### src/rtl/acc_alu_pkg.sv
package acc_alu_pkg;

    typedef enum logic [3:0] {
        OP_ADD   = 4'd0,
        OP_SUB   = 4'd1,
        OP_AND   = 4'd2,
        OP_OR    = 4'd3,
        OP_XOR   = 4'd4,
        OP_CMP   = 4'd5,
        OP_INC   = 4'd6,
        OP_DEC   = 4'd7,
        OP_CPL   = 4'd8,
        OP_ROTL  = 4'd9,
        OP_ROTR  = 4'd10,
        OP_ROTLC = 4'd11,
        OP_ROTRC = 4'd12
    } alu_op_e;

    localparam int FLAG_W   = 8;
    localparam int FB_SIGN  = 7;
    localparam int FB_ZERO  = 6;
    localparam int FB_HALF  = 4;
    localparam int FB_PAR   = 2;
    localparam int FB_CARRY = 0;

    localparam logic [FLAG_W-1:0] FLAG_MASK =
        (8'd1 << FB_SIGN) | (8'd1 << FB_ZERO) | (8'd1 << FB_HALF) |
        (8'd1 << FB_PAR)  | (8'd1 << FB_CARRY);

    function automatic logic [FLAG_W-1:0] pack_flags(
        input logic s, input logic z, input logic h, input logic p, input logic c);
        logic [FLAG_W-1:0] f;
        f           = '0;
        f[FB_SIGN]  = s;
        f[FB_ZERO]  = z;
        f[FB_HALF]  = h;
        f[FB_PAR]   = p;
        f[FB_CARRY] = c;
        return f;
    endfunction

endpackage

### src/rtl/alu_addsub.sv
module alu_addsub #(
    parameter int DW = 8
) (
    input  logic [DW-1:0] a,
    input  logic [DW-1:0] b,
    input  logic          cin,
    output logic [DW-1:0] sum,
    output logic          cout,
    output logic          hcarry
);
    localparam int HW = DW / 2;

    logic [HW:0] lo_sum;
    logic [DW:0] full_sum;

    // Low-nibble add, used only for the half carry.
    assign lo_sum   = {1'b0, a[HW-1:0]} + {1'b0, b[HW-1:0]} + {{HW{1'b0}}, cin};
    assign full_sum = {1'b0, a} + {1'b0, b} + {{DW{1'b0}}, cin};

    assign sum    = full_sum[DW-1:0];
    assign cout   = full_sum[DW];
    assign hcarry = lo_sum[HW];
endmodule

### src/rtl/alu_rotate.sv
module alu_rotate #(
    parameter int DW = 8
) (
    input  logic [DW-1:0] a,
    input  logic          cin,
    input  logic [1:0]    mode,   // 0 left circ, 1 right circ, 2 left via carry, 3 right via carry
    output logic [DW-1:0] y,
    output logic          cout
);
    always_comb begin
        unique case (mode)
            2'd0: begin y = {a[DW-2:0], a[DW-1]}; cout = a[DW-1]; end
            2'd1: begin y = {a[0], a[DW-1:1]};    cout = a[0];    end
            2'd2: begin y = {a[DW-2:0], cin};     cout = a[DW-1]; end
            default: begin y = {cin, a[DW-1:1]};  cout = a[0];    end
        endcase
    end
endmodule

### src/rtl/alu_flagcalc.sv
module alu_flagcalc #(
    parameter int DW = 8
) (
    input  logic [DW-1:0] value,
    output logic          sign,
    output logic          zero,
    output logic          par_even
);
    assign sign     = value[DW-1];
    assign zero     = (value == '0);
    assign par_even = ~^value;
endmodule

### src/rtl/acc_alu_core.sv
module acc_alu_core
    import acc_alu_pkg::*;
#(
    parameter int DW = 8
) (
    input  logic              clk,
    input  logic              rst_n,
    input  logic [3:0]        op_sel,
    input  logic [DW-1:0]     acc_in,
    input  logic [DW-1:0]     opnd_in,
    input  logic              flag_we,
    output logic [DW-1:0]     res_out,
    output logic              acc_we,
    output logic [FLAG_W-1:0] flags_next,
    output logic [FLAG_W-1:0] flags_q
);
    localparam logic [3:0] ROT_BASE = 4'(OP_ROTL);

    alu_op_e     op;
    logic [DW-1:0] add_a, add_b, add_sum, logic_res, flag_src, rot_y;
    logic        add_cin, add_cout, add_half, rot_c;
    logic        f_sign, f_zero, f_par;
    logic [3:0]  rot_off;
    logic        is_logic;

    assign op      = alu_op_e'(op_sel);
    assign rot_off = op_sel - ROT_BASE;

    // Adder operand selection
    always_comb begin
        add_a   = acc_in;
        add_b   = opnd_in;
        add_cin = 1'b0;
        case (op)
            OP_SUB, OP_CMP: begin add_b = ~opnd_in; add_cin = 1'b1; end
            OP_INC:         begin add_a = opnd_in; add_b = '0; add_cin = 1'b1; end
            OP_DEC:         begin add_a = opnd_in; add_b = '1; add_cin = 1'b0; end
            default: ;
        endcase
    end

    always_comb begin
        is_logic  = 1'b1;
        logic_res = acc_in & opnd_in;
        case (op)
            OP_OR:   logic_res = acc_in | opnd_in;
            OP_XOR:  logic_res = acc_in ^ opnd_in;
            OP_AND:  logic_res = acc_in & opnd_in;
            default: is_logic = 1'b0;
        endcase
    end

    assign flag_src = is_logic ? logic_res : add_sum;

    alu_addsub #(.DW(DW)) u_add (
        .a(add_a), .b(add_b), .cin(add_cin),
        .sum(add_sum), .cout(add_cout), .hcarry(add_half)
    );

    alu_rotate #(.DW(DW)) u_rot (
        .a(acc_in), .cin(flags_q[FB_CARRY]), .mode(rot_off[1:0]),
        .y(rot_y), .cout(rot_c)
    );

    alu_flagcalc #(.DW(DW)) u_flg (
        .value(flag_src), .sign(f_sign), .zero(f_zero), .par_even(f_par)
    );

    // Result, write strobe and flag byte per operation
    always_comb begin
        res_out    = acc_in;
        acc_we     = 1'b0;
        flags_next = flags_q & FLAG_MASK;
        case (op)
            OP_ADD: begin
                res_out    = add_sum;
                acc_we     = 1'b1;
                flags_next = pack_flags(f_sign, f_zero, add_half, f_par, add_cout);
            end
            OP_SUB: begin
                res_out    = add_sum;
                acc_we     = 1'b1;
                flags_next = pack_flags(f_sign, f_zero, add_half, f_par, ~add_cout);
            end
            OP_CMP: begin
                flags_next = pack_flags(f_sign, f_zero, add_half, f_par, ~add_cout);
            end
            OP_AND, OP_OR, OP_XOR: begin
                res_out    = logic_res;
                acc_we     = 1'b1;
                flags_next = pack_flags(f_sign, f_zero, 1'b0, f_par, 1'b0);
            end
            OP_INC, OP_DEC: begin
                res_out    = add_sum;
                flags_next = pack_flags(f_sign, f_zero, add_half, f_par, flags_q[FB_CARRY]);
            end
            OP_CPL: begin
                res_out = ~acc_in;
                acc_we  = 1'b1;
            end
            OP_ROTL, OP_ROTR, OP_ROTLC, OP_ROTRC: begin
                res_out              = rot_y;
                acc_we               = 1'b1;
                flags_next[FB_CARRY] = rot_c;
            end
            default: ;
        endcase
    end

    // Flag register
    always_ff @(posedge clk or negedge rst_n) begin
        if (!rst_n)
            flags_q <= '0;
        else if (flag_we)
            flags_q <= flags_next;
    end
endmodule

### config.mk
export PLATFORM = sky130hd
export DESIGN_NAME = acc_alu_core
export DESIGN_NICKNAME = d
export VERILOG_FILES = /design/src/rtl/acc_alu_pkg.sv /design/src/rtl/alu_addsub.sv /design/src/rtl/alu_rotate.sv /design/src/rtl/alu_flagcalc.sv /design/src/rtl/acc_alu_core.sv
export SDC_FILE = /design/constraint.sdc
export NUM_CORES = 1
export LEC_CHECK = 0
export BUFFER_PORTS_ARGS = -buffer_cell sky130_fd_sc_hd__buf_4
export CORE_UTILIZATION = 57
export CTS_CLUSTER_DIAMETER = 60
export CTS_CLUSTER_SIZE = 30
export DETAILED_ROUTE_END_ITERATION = 7
export GPL_ROUTABILITY_DRIVEN = 0
export GPL_TIMING_DRIVEN = 0
export PLACE_DENSITY = 0.8
export SLEW_MARGIN = 20
export SYNTH_ARGS = -nofsm -noshare
export SYNTH_HDL_FRONTEND = slang
export SYNTH_HIERARCHICAL = 1
export SYNTH_SLANG_ARGS = --single-unit
### constraint.sdc
create_clock -name clk -period 4.2 [get_ports clk]
set_input_delay 0 -clock clk [delete_from_list [all_inputs] [get_ports clk]]
set_output_delay 0 -clock clk [all_outputs]
set_load 0.05 [all_outputs]
* Word-level counts from Yosys, hierarchy flattened
Cells that the tools add are included.
** Storage, ports and cells
- Register bits :: 8
- Output and inout port bits :: 25
** Cells by class
- $add $sub $neg :: 5
- Equal/unequal tests :: 14
- Mux-type cells :: 12
- Bitwise gates (word level) :: 6
- Reductions and logical operators :: 13
** Operators by type and width (count)
- case mux 8 bit (3 select lines) :: 2
- case mux 8 bit (4 select lines) :: 1
- == test 4 bit (second input constant) :: 5
- == test 4 x 3 -> 1 bit (second input constant) :: 4
- 2-to-1 mux 8 bit :: 2
- inverter 8 bit :: 2
- case mux 8 bit (2 select lines) :: 1
- case mux 7 bit (2 select lines) :: 1
- OR reduction 10 bit :: 1
- adder 8 x 8 -> 9 bit :: 1
- adder 9 x 1 -> 9 bit :: 1
- AND 8 bit :: 1
- == test 4 x 2 -> 1 bit (second input constant) :: 2
- zero test 8 bit :: 1
- OR 8 bit :: 1
- OR reduction 4 bit :: 2
- XNOR reduction 8 bit :: 1
- XOR 8 bit :: 1
- OR reduction 2 bit :: 3
- OR reduction 3 bit :: 2
- adder 4 x 4 -> 5 bit :: 1
- adder 5 x 1 -> 5 bit :: 1
- OR reduction 5 bit :: 1
- == test 4 x 1 -> 1 bit (second input constant) :: 1
- other kinds (8) :: 11

* Logic depth before layout (Yosys ltp)
Gate-level depths: netlist (run 1).
- Word-level depth :: 8
- Gate-level depth with buffers :: 19

* Modules after synthesis
Netlist (run 1), hierarchy kept.
** By module, submodules not included
- acc_alu_core :: times used 1, cells an instance 219, area each 1694.1 um2, sequential area each 125.1 um2
- alu_addsub :: times used 1, cells an instance 38, area each 315.3 um2, sequential area each 0.0 um2
- alu_rotate :: times used 1, cells an instance 14, area each 150.1 um2, sequential area each 0.0 um2
- alu_flagcalc :: times used 1, cells an instance 17, area each 122.6 um2, sequential area each 0.0 um2

* Worst setup path after synthesis (run 1)
No wires, ideal clock.
- Path kind :: input-to-output
- Start point :: input op_sel[0]
- End point :: output flags_next[2]
- Arrival :: 3.794 ns
- Data required time :: 4.200 ns
- Path slack :: 0.406 ns
- Stages :: 18
- Buffers on the path :: 1
- Cell sequence :: inv_1 ha_1 nor2_4 nor3b_2 buf_2 o21ai_0 fa_1 fa_1 a21oi_1 nor2b_1 or2_2 xor2_1 a21o_1 inv_1 ha_1 xnor2_1 xnor2_1 mux2_2
** On the way
- Longest elaborated chain between the ends :: 8
- Elaborated cells on any way between the ends :: 23
** Ends and longest elaborated chain
- from (decl) :: RTL line acc_alu_core.sv:8 : input logic [3:0] op_sel,
- == test 4 x 3 -> 1 bit :: RTL line acc_alu_core.sv:34 : case (op)
- OR reduction 2 bit (no source line) *
- 2-to-1 mux 8 bit * :: RTL line acc_alu_core.sv:34
- net add_a[0] :: RTL line acc_alu_core.sv:20 : logic [DW-1:0] add_a, add_b, add_sum, logic_res, flag_src, rot_y;
- adder 8 x 8 -> 9 bit * :: RTL line alu_addsub.sv:18 : assign full_sum = {1'b0, a} + {1'b0, b} + {{DW{1'b0}}, cin};
- adder 9 x 1 -> 9 bit * :: RTL line alu_addsub.sv:18
- net add_sum[4] :: RTL line acc_alu_core.sv:20
- 2-to-1 mux 8 bit * :: RTL line acc_alu_core.sv:53 : assign flag_src = is_logic ? logic_res : add_sum;
- net flag_src[4] :: RTL line acc_alu_core.sv:20
- XNOR reduction 8 bit * :: RTL line alu_flagcalc.sv:11 : assign par_even = ~^value;
- net f_par :: RTL line acc_alu_core.sv:22 : logic f_sign, f_zero, f_par;
- case mux 7 bit (2 select lines) * :: RTL line acc_alu_core.sv:74 : case (op)
- to (decl) :: RTL line acc_alu_core.sv:14 : output logic [FLAG_W-1:0] flags_next,
The timed path passes the listed nets; every way through them passes the cells marked *.

* Worst setup path after layout (run 1)
Ends and elaborated chain as after synthesis.

==> results.ini, run 1 <==
[routing]
routed.top_layer = met4
routed_wl_um = 6365
routed-wl-met2_um = 3055
wl_per_cell_um = 16.40
first_pass_iters = 5
post-route-drc-count = 0
wl_met1_um = 2895
viasPerCell = 5.825
wl_met3_um = 342
drtIter0Drc = 190
vias = 2260
antenna_left = 0

[floorplan]
die_width_um = 65.28
dieArea_sq_um = 4261
rows = 22
core_sq_um = 3744
die-height_um = 65.28
initial_core_util_pct = 60.96
io_pins = 48

[clock_network]
cts_buffer_depth = 2
h-tree-depth = 1
clock_latency_ps = 230
clock_tree.root_cell = clkbuf_8
cts.clk_slew.worst_paths_ps = 40
cts_buffers = 3
cts_tree = yes
clkSinkCount = 5

[layout]
final_util_pct = 74.23
drive_gt1_share_pct = 35.00
layout.nets = 397
fillCellCount = 317
largest-register = flags_q
top_regs = flags_q: 5 flops
fin_area_sq_um = 2779
antenna_cells = 0
syn_to_final_growth_pct = 21.77
largest_register_ff_count = 5

[sta]
hold_viol = 0
drv_slew = 0
fmax_mhz = 249.0
slew_headroom_pct = 53.27
finalClockSkew_ps = 0
rsz0062_at_grt = false
worst_pin_slew_ps = 699.6
hold_slack_ps = 48.37
final.min_clock_period_ps = 4016
tns_ps = 0
finalCritPeriodShare_pct = 95.62
setup_viol = 0

[power]
internal_power_uw = 402.8
p_leak_uw = 0.001363
seqPwrFrac_pct = 8.7
power_frac_comb_pct = 80.6
p_clk_share_pct = 10.8
p_total_uw = 885.6
p_sw_share_pct = 54.52
pwr_density_cell_nw_per_um2 = 318.7
power.switching_uw = 482.9
vdd_ir_drop_max_v = 0.0003286

[placement]
io_buffer_count = 41
place_area_sq_um = 2669
hpwl_um = 4855

[hold_path]
min_path_type = primary input to flop

[grt]
grt_max_degree = 11
gr-total-overflow = 0
grt.total_usage_pct = 31.86
antenna_found_initial = 0
grt_pass1_wl_um = 10510
grt_pass1_vias = 2179

[synth]
syn_inst = 288
ys.warnings.count = 6
yosys_register_bits = 5
synthDistinctLibCells = 61
yosysSeqAreaShare_pct = 5.482
ys.flop_type = dfrtp_1
synth_edf_count = 0
syn-cell-area_sq_um = 2282
synthArstFlopShare_pct = 100.0
avgSynthCellArea_sq_um = 7.924

[setup_path]
worstSetupEndpointType = primary output
cp_max_fo = 9
worst-setup-path-type = primary input to primary output
required_ps = 4200
arrival_ps = 4020
setup.worst_path.start_class = primary input

[outcome]
run_status = completed

[job]
drv_cap = 0

Yosys cell counts, types with 5 or more instances:
cell type | n | area [sq um]
nor2_1 | 15 | 56.30
a221oi_2 | 6 | 90.09
a41oi_2 | 6 | 97.59
ha_1 | 31 | 387.9
buf_6 | 6 | 67.56
buf_2 | 5 | 25.02
inv_1 | 31 | 116.4
nand2_1 | 35 | 131.4
dfrtp_1 | 5 | 125.1
xnor2_1 | 6 | 52.55
buf_4 | 9 | 67.56
mux2_4 | 6 | 90.09
mux2_2 | 7 | 78.83
o21ai_0 | 15 | 75.07
o22ai_1 | 8 | 50.05
a21oi_1 | 23 | 115.1
nor3_1 | 11 | 55.05
power by group through the flow:
| stage | Sequential (uW) | Clock, uW | Combinational, uW |
|---|---|---|---|
| 5_1_grt | 78.3 | 101 | 765 |
| 3_5_place_dp | 77.0 | 0 | 696 |
| 4_1_cts | 76.6 | 96.5 | 705 |
| 2_1_floorplan | 124 | 0 | 474 |
| 6_report | 76.8 | 95.2 | 714 |
| 3_3_place_gp | 75.6 | 0 | 685 |
cell families (layout without fill, tap and decap cells):
group           count (synthesis)  count (layout)  share of synthesized area [%]
simple gates                   88              88                          21.77
compound gates                 82              82                          28.95
buf+inv                        54             101                          12.66
fa+ha+maj                      33              33                          18.75
mux                            17              17                          9.156
xor+xnor                        8               8                          3.070
flops                           5               5                          5.482
other cells                     1               6                         0.1643
cells in the final DEF (no fill, tap or decap), types with 2 or more instances in the layout:
master     count
xor2_1         2
nand2_1       35
o22ai_1        8
ha_1          29
conb_1         6
nand2b_1       2
inv_1         30
mux2_4         6
a21o_1         3
clkbuf_8       3
buf_4         52
a21oi_1       23
a2bb2oi_2      2
a41oi_2        6
a31oi_1        2
or2_2          3
dfrtp_1        5
nor2_1        15
ha_4           2
buf_6          7
buf_2          3
mux2i_1        4
a21oi_2        4
nor3b_4        2
xnor2_1        6
a2111o_1       2
o21ai_0       15
a221oi_2       6
o2bb2ai_1      2
clkbuf_1       2
mux2_2         7
and2_1         3
nor3_1        11
metal layers:
| metal | up-vias | global-route usage, % |
|---|---|---|
| met5 | - | 0 |
| met4 | 0 | 8.424 |
| met3 | 6 | 3.299 |
| met2 | 84 | 53.48 |
| met1 | 1059 | 42.98 |
| li1 | 1111 | - |
critical path, cell delays in order:
cell     delay [ps]
buf_4           140
ha_1            210
buf_6           150
nor2_4          200
nor3b_4         100
buf_4           180
nand2_1          70
o21ai_0         120
fa_2            440
fa_1            420
a21oi_1         150
nor2b_1          70
or2_2           320
xor2_1          200
a21o_1          150
inv_1            50
ha_1            300
xnor2_1         200
xnor2_1         110
mux2_2          270
buf_4           190
area by class of cell:
| cell class | count | area (sq um) | area share, % |
|---|---|---|---|
| timing repair buffer | 44 | 332.8 | 11.98 |
| clock buffer | 4 | 45.04 | 1.621 |
| tap | 48 | 60.06 | 2.161 |
| multi-input combinational | 234 | 1921 | 69.11 |
| buffer | 21 | 170.2 | 6.123 |
| sequential | 5 | 125.1 | 4.502 |
| inverter | 32 | 125.1 | 4.502 |
repair_timing:
| action | CTS | global route |
|---|---|---|
| pin swaps | 1 | 1 |
| hold endpoints to repair | 5 | 0 |
| endpoints found under the setup margin | 3 | 2 |
| hold buffers | 1 | 0 |
| buffers inserted | 1 | 1 |
| resized for setup | 8 | 3 |
per-stage QoR:
step,cells,worst slack (ps)
detailed placement,382,-499.5
finish,388,183.9
global placement,382,-481.7
floorplan,293,405.5
global route,388,4.887
CTS,388,2.616
worst paths after layout:
check                      depth (start not counted)                     end  slack, ps                   start
setup / recovery                                  21           flags_next[2]        180               op_sel[0]
hold / removal                                     2  flags_q[4]$_DFFE_PN0P_         50                 flag_we
setup reg to reg                                   2  flags_q[0]$_DFFE_PN0P_       3340  flags_q[0]$_DFFE_PN0P_
hold reg to reg                                    1  flags_q[4]$_DFFE_PN0P_        530  flags_q[4]$_DFFE_PN0P_
max in group asynchronous                          2  flags_q[0]$_DFFE_PN0P_       3960                   rst_n
min in group asynchronous                          2  flags_q[6]$_DFFE_PN0P_        120                   rst_n
(Power assumes the default switching activity.)
==> run 2, diff against run 1 <==
--- a/config.mk
+++ b/config.mk
@@ -6,8 +6,9 @@
 export NUM_CORES = 1
 export LEC_CHECK = 0
 export BUFFER_PORTS_ARGS = -buffer_cell sky130_fd_sc_hd__buf_4
+export CORE_MARGIN = 4
 export CORE_UTILIZATION = 57
-export CTS_CLUSTER_DIAMETER = 60
+export CTS_CLUSTER_DIAMETER = 150
 export CTS_CLUSTER_SIZE = 30
 export DETAILED_ROUTE_END_ITERATION = 7
 export GPL_ROUTABILITY_DRIVEN = 0
==> results.ini, run 2 (synthesis gave the netlist of run 1 again) <==
[layout]
top_regs = flags_q: 5 flops
layout.nets = 397  ; unchanged
layout_commonest_cell = buf_4
largest_register_ff_count = 5  ; unchanged
antenna_cells = 0  ; unchanged
largest-register = flags_q
regArea_sq_um = 125.1  ; unchanged
final_cell_mix = buf_4 (53), nand2_1 (35), inv_1 (30), ha_1 (29), a21oi_1 (23)
drive_gt1_share_pct = 35.29  ; +0.29 points
multi_input_area_sq_um = 1926  ; +0.26%
syn_to_final_growth_pct = 22.15
fillCellCount = 311  ; -1.9%
fin_area_sq_um = 2788  ; +0.31%

[placement]
hpwl_um = 4926  ; +1.5%
place_area_sq_um = 2669  ; unchanged
io_buffer_count = 41  ; unchanged

[routing]
routed_wl_um = 6531  ; +2.6%
antenna_left = 0  ; unchanged
drtIter0Drc = 205  ; +7.9%
first_pass_iters = 5  ; unchanged
vias = 2333  ; +3.2%
wl_per_cell_um = 16.83  ; +2.6%
post-route-drc-count = 0  ; unchanged
viasPerCell = 6.013  ; +3.2%

[floorplan]
initial_core_util_pct = 60.52  ; -0.44 points
rows = 22  ; unchanged
io_pins = 48  ; unchanged
die-height_um = 71.28  ; +9.2%
dieArea_sq_um = 5080  ; +19%
die_width_um = 71.28  ; +9.2%
core_sq_um = 3771  ; +0.74%

[outcome]
run_status = completed

[setup_path]
worstSetupEndpointType = primary output
cp_max_fo = 17  ; +8
arrival_ps = 4060  ; +40 ps
setup.worst_path.start_class = primary input
worst-setup-path-type = primary input to primary output
slowest_delay_ps = 470  ; +30 ps
crit_family = adder cells
required_ps = 4200  ; about the same
slowest_stage = fa_1
crit_buf_inv = 5  ; unchanged
cp_cell_sequence = buf_4 > inv_1 > ha_4 > a21oi_1 > or2_2 > clkinv_2 > o22ai_1 > fa_1 > fa_1 > a21oi_1 > nor2b_1 > or2_2 > xor2_2 > a21o_1 > inv_1 > ha_1 > xnor2_1 > xnor2_1 > mux2_2 > buf_4

[job]
drv_cap = 0  ; unchanged

[grt]
gr-total-overflow = 0  ; unchanged
grt_max_degree = 11  ; unchanged
grt_pass1_wl_um = 10360  ; -1.4%
use_met3_pct = 2.525  ; -0.77 points
grt.total_usage_pct = 25.43  ; -6.4 points
met2_usage_pct = 44.90  ; -8.6 points
grt_pass1_vias = 2132  ; -2.2%
globalRouteMet1Util_pct = 32.68  ; -10 points
grt_most_used_layer = met2
antenna_found_initial = 0  ; unchanged

[sta]
hold_viol = 0  ; unchanged
drv_slew = 0  ; unchanged
final.min_clock_period_ps = 4063  ; +46.58 ps
tns_ps = 0  ; unchanged
finalCritPeriodShare_pct = 96.73  ; +1.1 points
slew_headroom_pct = 48.21  ; -5.1 points
setup_viol = 0  ; unchanged
fmax_mhz = 246.1  ; -1.1%
finalClockSkew_ps = 0  ; unchanged
worst_pin_slew_ps = 773.5  ; +73.91 ps

[clock_network]
clkSinkCount = 5  ; unchanged
cts_tree = yes
clock_latency_ps = 230  ; about the same
cts.clk_slew.worst_paths_ps = 40  ; about the same
cts_buffer_depth = 2  ; unchanged
clock_tree.root_cell = clkbuf_8
h-tree-depth = 1  ; unchanged
cts_buffers = 3  ; unchanged

[power]
pwr_density_cell_nw_per_um2 = 317.1  ; -0.50%
p_leak_uw = 0.001368  ; +0.39%
vdd_ir_drop_max_v = 0.0002921  ; -11%

[hold_path]
min_path_type = primary input to flop

## run 2: cell types whose count changed in the layout (fill, tap and decap cells not counted), sizes merged
cell and change:
buf +1, clkbuf -1
## run 2: worst reg2reg max path, cell delays in order, from the launching register on
cell	delay [ps]
dfrtp_1	430
o21ai_0	140
o211ai_1	120
## run 2: routing by layer
layer / part of all wire (%) / vias to the layer above
met1: 43 / 1117
met5: 0 / -
met4: 1.9 / 0
li1: - / 1114
met2: 48 / 88
met3: 7.0 / 14
## run 2: worst paths after layout
check,startpoint,slack [ps],cells after the start,to
setup / recovery,op_sel[1],140,20,flags_next[2]
hold / removal,flag_we,50,2,flags_q[4]$_DFFE_PN0P_
setup reg to reg,flags_q[0]$_DFFE_PN0P_,3370,2,flags_q[0]$_DFFE_PN0P_
hold reg to reg,flags_q[4]$_DFFE_PN0P_,530,1,flags_q[4]$_DFFE_PN0P_
max in group asynchronous,rst_n,3970,2,flags_q[7]$_DFFE_PN0P_
min in group asynchronous,rst_n,120,2,flags_q[0]$_DFFE_PN0P_
## run 2: power breakdown
part / switching [uW] / internal, uW
combinational: 440 / 276
clock: 26.9 / 65.4
sequential: 13.1 / 63.2
total: 480 / 404
## run 2: area by class of cell
cell class / instances / area share [%]
well taps: 48 / 2.154
multi-input cells: 234 / 69.08
clock buffers: 4 / 1.616
inverters: 32 / 4.488
plain buffers: 20 / 5.970
repair buffers: 45 / 12.21
flip-flops and latches: 5 / 4.488
## run 2: timing repair
item	in CTS	in global routing
pin swaps	1	1
hold endpoints to repair	5	0
gates resized for setup	8	3
setup endpoints to repair	4	1
hold buffers	1	0
buffers inserted	1	2
## run 2: per-stage QoR
step,power [uW],hold slack (ps),utilization (%),setup WS [ps],instances
finish,884.0,49.22,73.92,137.3,388
global route,935.8,57.59,73.92,-3.157,388
CTS,877.3,45.82,73.42,8.411,388
detailed placement,774.3,-191.9,70.77,-549.1,382
global placement,763.8,-194.1,70.77,-496.3,382
floorplan,598.5,-295.6,-,405.5,293
==> run 3, diff against run 2 <==
--- a/config.mk
+++ b/config.mk
@@ -13,7 +13,7 @@
 export DETAILED_ROUTE_END_ITERATION = 7
 export GPL_ROUTABILITY_DRIVEN = 0
 export GPL_TIMING_DRIVEN = 0
-export PLACE_DENSITY = 0.8
+export PLACE_DENSITY = 0.81
 export SLEW_MARGIN = 20
 export SYNTH_ARGS = -nofsm -noshare
 export SYNTH_HDL_FRONTEND = slang
==> results.ini, run 3 (synthesis gave the netlist of run 1 again) <==
[setup_path]
cp_cell_sequence = buf_4 > clkinvlp_4 > ha_4 > nor2_4 > nor3b_4 > buf_6 > o21ai_0 > fa_1 > fa_1 > a21oi_1 > nor2b_1 > or2_2 > xor2_2 > a21o_1 > inv_1 > ha_1 > xnor2_1 > xnor2_1 > mux2_2 > buf_4
reg2regPathDepth = 2  ; unchanged
crit_buf_inv = 5  ; unchanged
r2r-start = flags_q[0]$_DFFE_PN0P_
worst-setup-path-type = primary input to primary output
required_ps = 4200  ; about the same
reg2reg_slack_ps = 3390  ; +20 ps
worstSetupEndpointType = primary output
slowest_stage = fa_1
reg2reg_to = flags_q[0]$_DFFE_PN0P_
setup.worst_path.start_class = primary input
arrival_ps = 4020  ; -40 ps
crit_family = adder cells
slowest_delay_ps = 500  ; +30 ps
cp_max_fo = 10  ; -7

[clock_network]
h-tree-depth = 1  ; unchanged
cts_buffer_depth = 2  ; unchanged
cts_tree = yes
cts_buffers = 3  ; unchanged
clock_latency_ps = 230  ; about the same
clkSinkCount = 5  ; unchanged
clock_tree.root_cell = clkbuf_8
cts.clk_slew.worst_paths_ps = 40  ; about the same

[power]
pwr_density_cell_nw_per_um2 = 314.0  ; -0.98%
p_clk_share_pct = 10.6  ; +0.2 points
vdd_ir_drop_max_v = 0.0003865  ; +32%
power.switching_uw = 477.1  ; -0.55%
p_sw_share_pct = 54.06  ; -0.20 points
power_frac_comb_pct = 80.8  ; about the same
internal_power_uw = 405.3  ; +0.25%
p_leak_uw = 0.001384  ; +1.2%
seqPwrFrac_pct = 8.6  ; about the same

[grt]
grt_max_degree = 11  ; unchanged
grt_pass1_wl_um = 10310  ; -0.53%
grt.total_usage_pct = 25.51  ; +0.080 points
antenna_found_initial = 0  ; unchanged
gr-total-overflow = 0  ; unchanged
grt_pass1_vias = 2051  ; -3.8%

[placement]
hpwl_um = 4904  ; -0.45%
io_buffer_count = 41  ; unchanged
place_inst = 382  ; unchanged

[routing]
drtIter0Drc = 279  ; +36%
first_pass_iters = 5  ; unchanged
viasPerCell = 5.834  ; -3.0%
routed_wl_um = 6549  ; +0.28%
antenna_left = 0  ; unchanged
post-route-drc-count = 0  ; unchanged
vias = 2281  ; -2.2%
wl_per_cell_um = 16.75  ; -0.49%

[layout]
antenna_cells = 0  ; unchanged
layout.nets = 400  ; +0.76%
largest-register = flags_q
drive_gt1_share_pct = 35.86  ; +0.57 points
largest_register_ff_count = 5  ; unchanged
layout_commonest_cell = buf_4
syn_to_final_growth_pct = 23.14
layoutNonFillerInstCount = 391  ; +0.77%
top_regs = flags_q: 5 flops
final_util_pct = 74.52  ; +0.60 points
final_cell_mix = buf_4 (56), nand2_1 (35), inv_1 (30), ha_1 (29), a21oi_1 (23)
fillCellCount = 300  ; -3.5%

[sta]
hold_slack_ps = 44.86  ; -4.360 ps
slew_headroom_pct = 53.96  ; +5.7 points
drv_slew = 0  ; unchanged
hold_viol = 0  ; unchanged
finalCritPeriodShare_pct = 95.72  ; -1.0 points
fmax_mhz = 248.7  ; +1.1%
setup_viol = 0  ; unchanged
final.min_clock_period_ps = 4020  ; -42.35 ps
finalClockSkew_ps = 0  ; unchanged
worst_pin_slew_ps = 687.7  ; -85.82 ps
tns_ps = 0  ; unchanged

[hold_path]
hold_start = flag_we
worstHoldEndpoint = flags_q[4]$_DFFE_PN0P_
min_path_type = primary input to flop
hold_depth = 2  ; unchanged

[job]
drv_cap = 0  ; unchanged

[floorplan]
io_pins = 48  ; unchanged
die_width_um = 71.28  ; unchanged
die-height_um = 71.28  ; unchanged
rows = 22  ; unchanged
dieArea_sq_um = 5080  ; unchanged
initial_core_util_pct = 60.52  ; unchanged
core_sq_um = 3771  ; unchanged

[outcome]
run_status = completed

-- run 3: cell count changes in the layout (fill, tap and decap cells not counted), sizes merged --
cell  before  now
buf       63   66
-- run 3: timing repair --
action | in CTS | in global routing
hold endpoints to repair | 5 | 0
buffers inserted | 1 | 5
gates resized for setup | 8 | 3
setup endpoints to repair | 3 | 1
hold buffers | 1 | 0
pin swaps | 1 | 3
-- run 3: layout make-up --
class	instances	area, sq um	share of cell area (%)
flip-flops and latches	5	125.1	4.452
well taps	48	60.06	2.137
plain buffers	20	166.4	5.922
repair buffers	48	362.8	12.91
inverters	32	125.1	4.452
multi-input cells	234	1926	68.52
clock buffers	4	45.04	1.603
-- run 3: metrics by stage --
step	instance area, sq um	setup slack (ps)	total power, uW
global route	2810	-13.24	937.1
global placement	2669	-442.3	762.0
detailed placement	2669	-495.9	771.5
CTS	2769	43.44	875.6
finish	2810	179.7	882.4
floorplan	2301	405.5	598.5
-- run 3: power groups by stage --
stage | sequential [uW] | combinational, uW | clock (uW)
global route | 78.2 | 761 | 97.6
floorplan | 124 | 474 | 0
detailed placement | 76.5 | 695 | 0
finish | 75.9 | 713 | 93.4
CTS | 75.9 | 704 | 95.5
global placement | 75.5 | 686 | 0
-- run 3: how the worst max path moves through the flow --
stage	start	to	slack, ps	depth (start not counted)
global placement	op_sel[0]	flags_next[2]	-440	20
finish	op_sel[0]	flags_next[2]	180	20
floorplan	op_sel[0]	flags_next[2]	410	18
global route	op_sel[0]	flags_next[2]	-10	20
detailed placement	op_sel[0]	flags_next[2]	-500	20
CTS	op_sel[0]	flags_next[2]	40	20
-- run 3: metal layers --
metal / GRT usage (%) / vias up / routed length, um
met5: 0 / - / 0
met4: 7.933 / 0 / 130
met3: 2.244 / 13 / 393
met2: 41.33 / 73 / 3118
li1: - / 1117 / -
met1: 35.74 / 1078 / 2907
